`src/rtl/sb_pkg.sv`:
```
package sb_pkg;
   typedef enum logic [1:0] {
      SZ_BYTE = 2'd0,
      SZ_HALF = 2'd1,
      SZ_WORD = 2'd2,
      SZ_WIDE = 2'd3
   } size_e;

   typedef enum logic [2:0] {
      ST_IDLE,
      ST_RD,
      ST_RDW,
      ST_MERGE,
      ST_WAIT,
      ST_DONE
   } state_e;

   typedef enum logic [1:0] {
      K_PLAIN,
      K_XFER,
      K_CMD
   } kind_e;
endpackage

```
`src/rtl/sb_lane_unit.sv`:
```
module sb_lane_unit
   import sb_pkg::*;
#(
   parameter int DATA_W = 32
) (
   input  size_e             size_i,
   input  logic [1:0]        lane_i,
   input  logic [DATA_W-1:0] old_i,
   input  logic [DATA_W-1:0] new_i,
   input  logic [DATA_W-1:0] rd_i,
   output logic [DATA_W-1:0] merged_o,
   output logic [DATA_W-1:0] extract_o
);
   localparam int NBYTES = DATA_W / 8;
   localparam int SHW    = $clog2(DATA_W);

   initial begin
      assert (DATA_W == 32) else $error("sb_lane_unit: DATA_W must be 32");
   end

   // merge: each byte lane picks the new byte or keeps the old one
   for (genvar i = 0; i < NBYTES; i++) begin : g_lane
      localparam logic [1:0] LI = 2'(i);
      logic       sel;
      logic [7:0] src;
      always_comb begin
         case (size_i)
            SZ_BYTE: begin
               sel = (lane_i == LI);
               src = new_i[7:0];
            end
            SZ_HALF: begin
               sel = (lane_i[1] == LI[1]);
               src = new_i[8*(i%2) +: 8];
            end
            default: begin
               sel = 1'b1;
               src = new_i[8*i +: 8];
            end
         endcase
      end
      assign merged_o[8*i +: 8] = sel ? src : old_i[8*i +: 8];
   end

   // extract: shift the addressed lane down and clear the rest
   logic [SHW-1:0]    sh;
   logic [DATA_W-1:0] shifted;

   always_comb begin
      case (size_i)
         SZ_BYTE: sh = {lane_i, 3'b000};
         SZ_HALF: sh = {lane_i[1], 4'b0000};
         default: sh = '0;
      endcase
   end

   assign shifted = rd_i >> sh;

   always_comb begin
      case (size_i)
         SZ_BYTE: extract_o = {{(DATA_W-8){1'b0}}, shifted[7:0]};
         SZ_HALF: extract_o = {{(DATA_W-16){1'b0}}, shifted[15:0]};
         default: extract_o = shifted;
      endcase
   end
endmodule

```
`src/rtl/sb_gap_timer.sv`:
```
module sb_gap_timer #(
   parameter int GAP_W = 16
) (
   input  logic             clk,
   input  logic             rst_n,
   input  logic             start_i,
   input  logic [GAP_W-1:0] len_i,
   output logic             ready_o
);
   initial begin
      assert (GAP_W >= 1) else $error("sb_gap_timer: GAP_W must be positive");
   end

   logic [GAP_W-1:0] cnt_q;

   // loaded with len-1 on the issuing edge, so the next spaced write
   // is allowed exactly len cycles after this one
   always_ff @(posedge clk) begin
      if (!rst_n)
         cnt_q <= '0;
      else if (start_i)
         cnt_q <= (len_i == '0) ? '0 : len_i - 1'b1;
      else if (cnt_q != '0)
         cnt_q <= cnt_q - 1'b1;
   end

   assign ready_o = (cnt_q == '0);

   assert_start_idle_R4: assert property (@(posedge clk) disable iff (!rst_n)
      start_i |-> ready_o);
endmodule

```
`src/rtl/sb_shadow.sv`:
```
module sb_shadow #(
   parameter int DATA_W = 32
) (
   input  logic              clk,
   input  logic              rst_n,
   input  logic              load_i,
   input  logic [DATA_W-1:0] d_i,
   output logic [DATA_W-1:0] q_o
);
   always_ff @(posedge clk) begin
      if (!rst_n)
         q_o <= '0;
      else if (load_i)
         q_o <= d_i;
   end
endmodule

```
`src/rtl/subword_bridge.sv`:
```
module subword_bridge
   import sb_pkg::*;
#(
   parameter int               ADDR_W    = 8,
   parameter int               DATA_W    = 32,
   parameter int               GAP_W     = 16,
   parameter logic [ADDR_W-1:0] DPORT_OFS = 'h20,
   parameter logic [ADDR_W-1:0] XFER_OFS  = 'h0C,
   parameter logic [ADDR_W-1:0] CMD_OFS   = 'h0E
) (
   input  logic              clk,
   input  logic              rst_n,
   input  logic [GAP_W-1:0]  cfg_gap,
   input  logic              h_valid,
   input  logic              h_we,
   input  logic [1:0]        h_size,
   input  logic [ADDR_W-1:0] h_addr,
   input  logic [DATA_W-1:0] h_wdata,
   output logic              h_ready,
   output logic [DATA_W-1:0] h_rdata,
   output logic              dn_valid,
   output logic              dn_we,
   output logic [ADDR_W-1:0] dn_addr,
   output logic [DATA_W-1:0] dn_wdata,
   input  logic [DATA_W-1:0] dn_rdata
);
   localparam int WA_W = ADDR_W - 2;
   localparam logic [WA_W-1:0] DPORT_WA = DPORT_OFS[ADDR_W-1:2];
   localparam logic [WA_W-1:0] XFER_WA  = XFER_OFS[ADDR_W-1:2];
   localparam logic [WA_W-1:0] CMD_WA   = CMD_OFS[ADDR_W-1:2];

   initial begin
      assert (ADDR_W >= 3) else $error("subword_bridge: ADDR_W too small");
      assert (DATA_W == 32) else $error("subword_bridge: DATA_W must be 32");
      assert (XFER_WA == CMD_WA) else $error("subword_bridge: mode and command must share a word");
      assert (XFER_OFS[1] != CMD_OFS[1]) else $error("subword_bridge: mode and command need distinct halves");
      assert (XFER_OFS[0] == 1'b0 && CMD_OFS[0] == 1'b0) else $error("subword_bridge: halfword offsets must be even");
   end

   // request registers
   state_e              state_q;
   logic                we_q;
   size_e               size_q;
   logic [ADDR_W-1:0]   addr_q;
   logic [DATA_W-1:0]   wdata_q;
   logic [DATA_W-1:0]   work_q;
   kind_e               kind_q;
   logic                dport_q;

   // decode of the incoming request
   logic [WA_W-1:0] in_wa;
   logic            in_word;
   kind_e           in_kind;

   assign in_wa   = h_addr[ADDR_W-1:2];
   assign in_word = h_size[1];

   always_comb begin
      in_kind = K_PLAIN;
      if (h_we && size_e'(h_size) == SZ_HALF && in_wa == XFER_WA)
         in_kind = (h_addr[1] == XFER_OFS[1]) ? K_XFER : K_CMD;
   end

   // helpers
   logic              gap_rdy;
   logic              go_wr;
   logic              shadow_ld;
   logic [DATA_W-1:0] shadow_q;
   logic [DATA_W-1:0] lane_old;
   logic [DATA_W-1:0] merged;
   logic [DATA_W-1:0] extracted;

   assign go_wr     = (state_q == ST_WAIT) && (dport_q || gap_rdy);
   assign shadow_ld = (state_q == ST_RDW) && we_q && (kind_q == K_XFER);
   assign lane_old  = (state_q == ST_MERGE) ? shadow_q : dn_rdata;

   sb_lane_unit #(.DATA_W(DATA_W)) lane_i (
      .size_i    (size_q),
      .lane_i    (addr_q[1:0]),
      .old_i     (lane_old),
      .new_i     (wdata_q),
      .rd_i      (dn_rdata),
      .merged_o  (merged),
      .extract_o (extracted)
   );

   sb_gap_timer #(.GAP_W(GAP_W)) gap_i (
      .clk     (clk),
      .rst_n   (rst_n),
      .start_i (go_wr && !dport_q),
      .len_i   (cfg_gap),
      .ready_o (gap_rdy)
   );

   sb_shadow #(.DATA_W(DATA_W)) shadow_i (
      .clk    (clk),
      .rst_n  (rst_n),
      .load_i (shadow_ld),
      .d_i    (merged),
      .q_o    (shadow_q)
   );

   // sequencer
   always_ff @(posedge clk) begin
      if (!rst_n) begin
         state_q <= ST_IDLE;
         we_q    <= 1'b0;
         size_q  <= SZ_WORD;
         addr_q  <= '0;
         wdata_q <= '0;
         work_q  <= '0;
         kind_q  <= K_PLAIN;
         dport_q <= 1'b0;
      end else begin
         case (state_q)
            ST_IDLE: begin
               if (h_valid) begin
                  we_q    <= h_we;
                  size_q  <= size_e'(h_size);
                  addr_q  <= h_addr;
                  wdata_q <= h_wdata;
                  work_q  <= h_wdata;
                  kind_q  <= in_kind;
                  dport_q <= (in_wa == DPORT_WA);
                  if (!h_we)
                     state_q <= ST_RD;
                  else if (in_word)
                     state_q <= ST_WAIT;
                  else if (in_kind == K_CMD)
                     state_q <= ST_MERGE;
                  else
                     state_q <= ST_RD;
               end
            end
            ST_RD:   state_q <= ST_RDW;
            ST_RDW: begin
               if (!we_q) begin
                  work_q  <= extracted;
                  state_q <= ST_DONE;
               end else if (kind_q == K_XFER) begin
                  state_q <= ST_DONE;
               end else begin
                  work_q  <= merged;
                  state_q <= ST_WAIT;
               end
            end
            ST_MERGE: begin
               work_q  <= merged;
               state_q <= ST_WAIT;
            end
            ST_WAIT: begin
               if (go_wr)
                  state_q <= ST_DONE;
            end
            default: begin
               kind_q  <= K_PLAIN;
               state_q <= ST_IDLE;
            end
         endcase
      end
   end

   assign h_ready  = (state_q == ST_DONE);
   assign h_rdata  = work_q;
   assign dn_valid = (state_q == ST_RD) || go_wr;
   assign dn_we    = (state_q == ST_WAIT);
   assign dn_addr  = {addr_q[ADDR_W-1:2], 2'b00};
   assign dn_wdata = work_q;

   // assertions
   assert_ready_pulse_R10: assert property (@(posedge clk) disable iff (!rst_n)
      h_ready |=> !h_ready);

   assert_gap_kept_R4: assert property (@(posedge clk) disable iff (!rst_n)
      (dn_valid && dn_we && dn_addr[ADDR_W-1:2] != DPORT_WA) |-> gap_rdy);

   assert_dport_free_R5: assert property (@(posedge clk) disable iff (!rst_n)
      (state_q == ST_WAIT && dport_q) |-> dn_valid);

   assert_cmd_no_read_R7: assert property (@(posedge clk) disable iff (!rst_n)
      (kind_q == K_CMD && state_q != ST_IDLE) |-> !(dn_valid && !dn_we));

   assert_xfer_no_write_R6: assert property (@(posedge clk) disable iff (!rst_n)
      (kind_q == K_XFER && state_q != ST_IDLE) |-> !(dn_valid && dn_we));
endmodule

```
`config.mk`:
```
export PLATFORM = sky130hd
export DESIGN_NAME = subword_bridge
export DESIGN_NICKNAME = d
export VERILOG_FILES = /design/src/rtl/sb_pkg.sv /design/src/rtl/sb_lane_unit.sv /design/src/rtl/sb_gap_timer.sv /design/src/rtl/sb_shadow.sv /design/src/rtl/subword_bridge.sv
export SDC_FILE = /design/constraint.sdc
export NUM_CORES = 1
export LEC_CHECK = 0
export CELL_PAD_IN_SITES_DETAIL_PLACEMENT = 0
export CELL_PAD_IN_SITES_GLOBAL_PLACEMENT = 1
export CORE_MARGIN = 5
export CORE_UTILIZATION = 40
export DETAILED_ROUTE_END_ITERATION = 6
export GPL_ROUTABILITY_DRIVEN = 0
export PLACE_DENSITY = 0.86
export SKIP_LAST_GASP = 1
export SYNTH_ARGS = -nofsm -noshare
export SYNTH_HDL_FRONTEND = slang
export SYNTH_SLANG_ARGS = --single-unit
```
`constraint.sdc`:
```
create_clock -name clk -period 4.4 [get_ports clk]
set_input_delay 0.44 -clock clk [delete_from_list [all_inputs] [get_ports clk]]
set_output_delay 0.44 -clock clk [all_outputs]
set_load 0.02 [all_outputs]
```
==> flow_metrics.tcl, run 1 <==
set metrics [dict create \
    status "finished, final reports clean" \
    crit_arrival_ns 2.95 \
    clkTransAtPathRegs_ns 0.06 \
    path_buf_inv 2 \
    setup_tns_ns 0 \
    seqPwrFrac_pct 33.1 \
    crit_chain "inv_1 > ha_1 > nor4b_1 > and4_1 > o21ai_1 > mux2_2 > nor2_1 > clkdlybuf4s50_1" \
    swShare_pct 35.9 \
    synth_largest_area_cell "dfxtp_1" \
    yosysMostFrequentCell "nand2_1" \
    grtUsageTotal_pct 24.0 \
    cts_tree "yes" \
    fin_ws_ns 1.01 \
    finalMaxSlewViolations 0 \
    ys_seq_elements 129 \
    vias_per_cell 5.84 \
    critPathMaxFanout 9 \
    area_growth_pct 27.2 \
    period_minus_slack_ns 3.39 \
    cp_slowest_stage_delay_ns 0.61 \
    finalCritPeriodShare_pct 77.1 \
    grt_pass1_wl_mm 42.6 \
    first_iter_violations 743 \
    wl_per_cell_um 19.7 \
    multi_input_area_um2 4450 \
    start_util_pct 40.9 \
    yosysUniqueCellTypes 74 \
    rr_worst_depth 8 \
    synth_top_area_share_pct 33.4 \
    dp_slack_ns 1.50 \
    layout.cells.non_filler 1381 \
    p_int_mw 3.00 \
    grt_pass1_vias 7460 \
    routed_wl_mm 27.2 \
    drcViolationCount 0 \
    numPortBuffers 166 \
    vdd_ir_drop_max_mv 0.250 \
    cp_data_required_time_ns 3.96 \
    holdBufCountCts 0 \
    syn_area_um2 7730 \
    ant_nets 0 \
    coreArea_um2 18900 \
    cts_resized 0 \
    rsz0062_at_grt "false" \
    cts.path.max_buffers 2 \
    drt_first_pass_iters 5 \
    cts_sinks 129 \
    synth_seq_area_share_pct 33.4 \
    rows 50 \
    clock_insertion_delay_worst_skew_ns 0.43 \
    fmax_mhz 295 \
    ff_latch_area_um2 2580 \
    hold-path-cell-count 2 \
    synth_warnings 0 \
    placedCellCount 1350 \
    synthArstFlopShare_pct 0 \
    slew_headroom_pct 38.2 \
    n_fill_cell 1886 \
    n_antenna_cell 0 \
    drive_gt1_share_pct 5.44 \
    io_pins 169 \
    power_frac_comb_pct 35.2 \
    synth_common_cells "nand2_1 (210), dfxtp_1 (129), a21oi_1 (112)" \
    crit_path_end_kind "primary output" \
    finalClockSkew_ns 0.00868 \
    p_leak_nw 3.30 \
    htreeDepth 4 \
    worstSetupStartpointType "flop" \
    crit_cells 8 \
    synth_flop_cell "dfxtp_1" \
    tightest_slew_ns 0.927 \
    criticalPathCategory "flop to primary output" \
    place_area_um2 9230 \
    grt_max_degree 64 \
    setup_viol 0 \
    power_switching_mw 1.68 \
    die_h_um 149 \
    dr_total_vias 8060 \
    slowest_stage "clkdlybuf4s50_1" \
    pwr-share-clk_pct 31.7 \
    drv_cap 0 \
    gr-total-overflow 0 \
    die_area_um2 22200 \
    post_cts_buffers 0 \
    cts-root-buf "clkbuf_16" \
    synth_edf_count 0 \
    dpl.hpwl_mm 19.1 \
    hp-class "flop to flop" \
    synth_area_leaders "dfxtp_1 (33%), nand2_1 (10%), a21oi_1 (7.2%)" \
    p_per_area_nw_per_um2 475 \
    critical_path.top_delay_family "simple AND/OR/NAND/NOR gates" \
    netlist_instances 1028 \
    antenna_found_initial 0 \
    power_mw 4.68 \
    num-nets-final 1207 \
    numCtsBuffers 17 \
    synth_area_per_cell_um2 7.52 \
    die-width_um 149 \
    finalHoldViolCount 0 \
    finish.instance_area_um2 9840 \
]
-- final timing paths --
check / start / endpoint / slack [ns]
max: gap_i.cnt_q[0]$_SDFFE_PN0P_ / dn_valid / 1.01
min: shadow_i.q_o[16]$_SDFFE_PN0P_ / shadow_i.q_o[16]$_SDFFE_PN0P_ / 0.45
max reg2reg: we_q$_SDFFE_PN0P_ / dn_wdata[7]$_SDFFE_PN0P_ / 1.51
min reg2reg: shadow_i.q_o[16]$_SDFFE_PN0P_ / shadow_i.q_o[16]$_SDFFE_PN0P_ / 0.45
-- layout by cell type, fill, tap and decap left out, types with 16 or more instances in the layout --
cell	instances
nand2_1	210
clkdlybuf4s50_1	165
dfxtp_1	129
a21oi_1	112
nor2_1	41
o21ai_0	37
nand3_1	22
o22ai_1	22
a211oi_1	18
a31oi_1	18
o21ai_1	17
inv_1	17
clkbuf_16	17
o221ai_1	16
o211ai_1	16
-- metrics by stage --
stage / hold slack (ns) / utilization [%]
CTS: 0.448 / 52.1
detailed placement: 0.441 / 48.8
floorplan: 0.429 / -
global placement: 0.435 / 48.8
global route: 0.460 / 52.1
finish: 0.450 / 52.1
-- worst reg2reg max path: stages (launching register included) --
cell	delay [ns]
dfxtp_1	0.81
nor4bb_2	0.38
buf_4	0.30
nor2b_1	0.16
buf_4	0.32
nor3_4	0.07
buf_4	0.33
o21ai_1	0.30
a31oi_1	0.06
-- kinds of logic after synthesis --
group                    count (synthesis)  synth area share [%]
XOR/XNOR                                19                  2.15
multiplexers                            13                  1.72
other                                    1                0.0485
buffers and inverters                  141                  9.19
AND/OR/NAND/NOR                        375                  23.4
flip-flops                             129                  33.4
AO/OA/AOI/OAI                          346                  29.4
adder cells (fa/ha/maj)                  4                 0.647
-- flip-flops by register name, indices dropped and copies added, names as in the netlist --
name          flops
we_q              1
wdata_q          32
size_q            2
addr_q            8
kind_q            2
shadow_i.q_o     32
dn_wdata         32
state_q           3
gap_i.cnt_q      16
dport_q           1
-- power by group through the flow --
stage | clock network (mW) | registers (mW) | logic [mW]
floorplan | 0 | 1.55 | 1.10
finish | 1.48 | 1.55 | 1.65
global placement | 0 | 1.56 | 1.63
global route | 1.55 | 1.58 | 1.80
CTS | 1.50 | 1.54 | 1.65
detailed placement | 0 | 1.57 | 1.64
-- cell type report --
type	count	share of cell area (%)
inverter	20	0.776
clock inverter	11	1.65
tap	260	3.31
clock buffer	20	4.54
sequential	129	26.3
multi-input combinational	759	45.3
timing repair buffer	182	18.2
-- per-layer routing --
metal	part of all wire (%)	track usage [%]	vias up	wire, um
met5	0	0	-	0
met4	2.0	5.81	0	534
met1	46	35.0	3815	12500
li1	-	-	3879	-
met2	44	36.3	325	12100
met3	8.0	5.01	41	2170
Note: power is estimated with default switching activity, not from simulation.
==> run 2, diff against run 1 <==
--- a/config.mk
+++ b/config.mk
@@ -8,10 +8,10 @@
 export CELL_PAD_IN_SITES_DETAIL_PLACEMENT = 0
 export CELL_PAD_IN_SITES_GLOBAL_PLACEMENT = 1
 export CORE_MARGIN = 5
-export CORE_UTILIZATION = 40
+export CORE_UTILIZATION = 34
 export DETAILED_ROUTE_END_ITERATION = 6
 export GPL_ROUTABILITY_DRIVEN = 0
-export PLACE_DENSITY = 0.86
+export PLACE_DENSITY = 0.78
 export SKIP_LAST_GASP = 1
 export SYNTH_ARGS = -nofsm -noshare
 export SYNTH_HDL_FRONTEND = slang
==> constraint.sdc (replaced) <==
create_clock -name clk -period 3.1 [get_ports clk]
set_input_delay 0.31 -clock clk [delete_from_list [all_inputs] [get_ports clk]]
set_output_delay 0.31 -clock clk [all_outputs]
set_load 0.02 [all_outputs]
==> flow_metrics.tcl, run 2 (synthesized netlist as in run 1, its figures left out) <==
set metrics [dict create \
    grt_max_degree 64 \
    setup_viol 0 \
    fin_ws_ns 0.152 \
    numCtsBuffers 17 \
    final_cell_mix "nand2_1 (210), clkdlybuf4s50_1 (165), dfxtp_1 (129)" \
    gr-total-overflow 0 \
    die_h_um 161 \
    clkTransAtPathRegs_ns 0.06 \
    status "finished, final reports clean" \
    finalMaxSlewViolations 0 \
    io_pins 169 \
    dr_total_vias 8146 \
    antenna_found_initial 0 \
    post_cts_buffers 0 \
    finalCritPeriodShare_pct 95.1 \
    clock_insertion_delay_worst_skew_ns 0.43 \
    layout_commonest_cell "nand2_1" \
    n_antenna_cell 0 \
    vias_per_cell 5.75 \
    ant_nets 0 \
    finalHoldViolCount 0 \
    cts_sinks 129 \
    htreeDepth 4 \
    n_fill_cell 2311 \
    cp_slowest_stage_delay_ns 0.61 \
    wl_per_cell_um 20.3 \
    period_minus_slack_ns 2.95 \
    grtUsageTotal_pct 21.5 \
    p_per_area_nw_per_um2 677 \
    critPathMaxFanout 6 \
    drv_cap 0 \
    drive_gt1_share_pct 6.45 \
    slowest_stage "clkdlybuf4s50_1" \
    utilization_pct 44.2 \
    numPortBuffers 166 \
    first_iter_violations 723 \
    cts-root-buf "clkbuf_16" \
    fmax_mhz 339 \
    layout.cells.non_filler 1416 \
    vdd_ir_drop_max_mv 0.329 \
    routed_wl_mm 28.7 \
    p_leak_nw 3.35 \
    worstSetupStartpointType "flop" \
    finalClockSkew_ns 0.0126 \
    die-width_um 161 \
    cp_data_required_time_ns 2.79 \
    cts_tree "yes" \
    start_util_pct 34.4 \
    grt_pass1_wl_mm 44.8 \
    place_area_um2 9320 \
    setup_tns_ns 0 \
    slew_headroom_pct 40.6 \
    area_growth_pct 28.6 \
    grt_pass1_vias 7699 \
    placedCellCount 1384 \
    crit_path_end_kind "primary output" \
    coreArea_um2 22500 \
    tightest_slew_ns 0.888 \
    rows 55 \
    multi_input_area_um2 4470 \
    rsz0062_at_grt "false" \
    power_mw 6.73 \
    criticalPathCategory "flop to primary output" \
    drt_first_pass_iters 7 \
    dpl.hpwl_mm 20.4 \
    num-nets-final 1216 \
    holdBufCountCts 0 \
    cts.path.max_buffers 2 \
    finish.instance_area_um2 9940 \
    whs_ns 0.447 \
    crit_chain "nor4_1 > and4_2 > o21ai_1 > mux2_2 > nor2_1 > clkdlybuf4s50_1" \
    dp_slack_ns 0.450 \
    ff_latch_area_um2 2580 \
    die_area_um2 25900 \
    cts_resized 1 \
    crit_arrival_ns 2.64 \
    drcViolationCount 0 \
    hp-class "flop to flop" \
]
run 2: changes by cell type in the layout (fill, tap and decap cells not counted), moves of 2 or more:
cell	change
inv_6	+3
clkinv_4	+3
clkbuf_1	-2
nand2b_1	+2
buf_4	+9
nand2b_2	-2
clkinv_2	-3
run 2: path summary, 6_finish.rpt:
path / start / to / slack, ns / cells past startpoint
worst max-delay path: gap_i.cnt_q[6]$_SDFFE_PN0P_ / dn_valid / 0.15 / 6
worst min-delay path: shadow_i.q_o[17]$_SDFFE_PN0P_ / shadow_i.q_o[17]$_SDFFE_PN0P_ / 0.45 / 2
worst max register to register: addr_q[0]$_SDFFE_PN0P_ / shadow_i.q_o[5]$_SDFFE_PN0P_ / 0.64 / 5
worst min register to register: shadow_i.q_o[17]$_SDFFE_PN0P_ / shadow_i.q_o[17]$_SDFFE_PN0P_ / 0.45 / 2
run 2: per-layer routing:
layer | share of wire [%] | up-vias | GRT usage, %
li1 | - | 3903 | -
met1 | 46 | 3855 | 30.7
met2 | 45 | 346 | 33.3
met3 | 7.0 | 42 | 3.90
met4 | 2.2 | 0 | 6.20
met5 | 0 | - | 0
run 2: where the power goes:
part	switching (mW)	internal, mW	total, mW
Sequential	0.258	1.90	2.16
Combinational	1.42	1.05	2.47
Clock	0.825	1.27	2.10
Total	2.50	4.23	6.73
run 2: critical path, delay by kind of cell (launching register included):
family	cells	cell delay [ns]
AND/OR/NAND/NOR	3	0.92
buffers and inverters	1	0.61
flip-flops	1	0.35
multiplexers	1	0.26
AO/OA/AOI/OAI	1	0.07
run 2: cell type report:
| cell class | count | share of cell area (%) |
|---|---|---|
| Clock buffer | 17 | 4.28 |
| Timing Repair Buffer | 191 | 18.7 |
| Sequential cell | 129 | 26.0 |
| Multi-Input combinational cell | 759 | 44.9 |
| Tap cell | 285 | 3.59 |
| Inverter | 20 | 0.755 |
| Clock inverter | 15 | 1.84 |
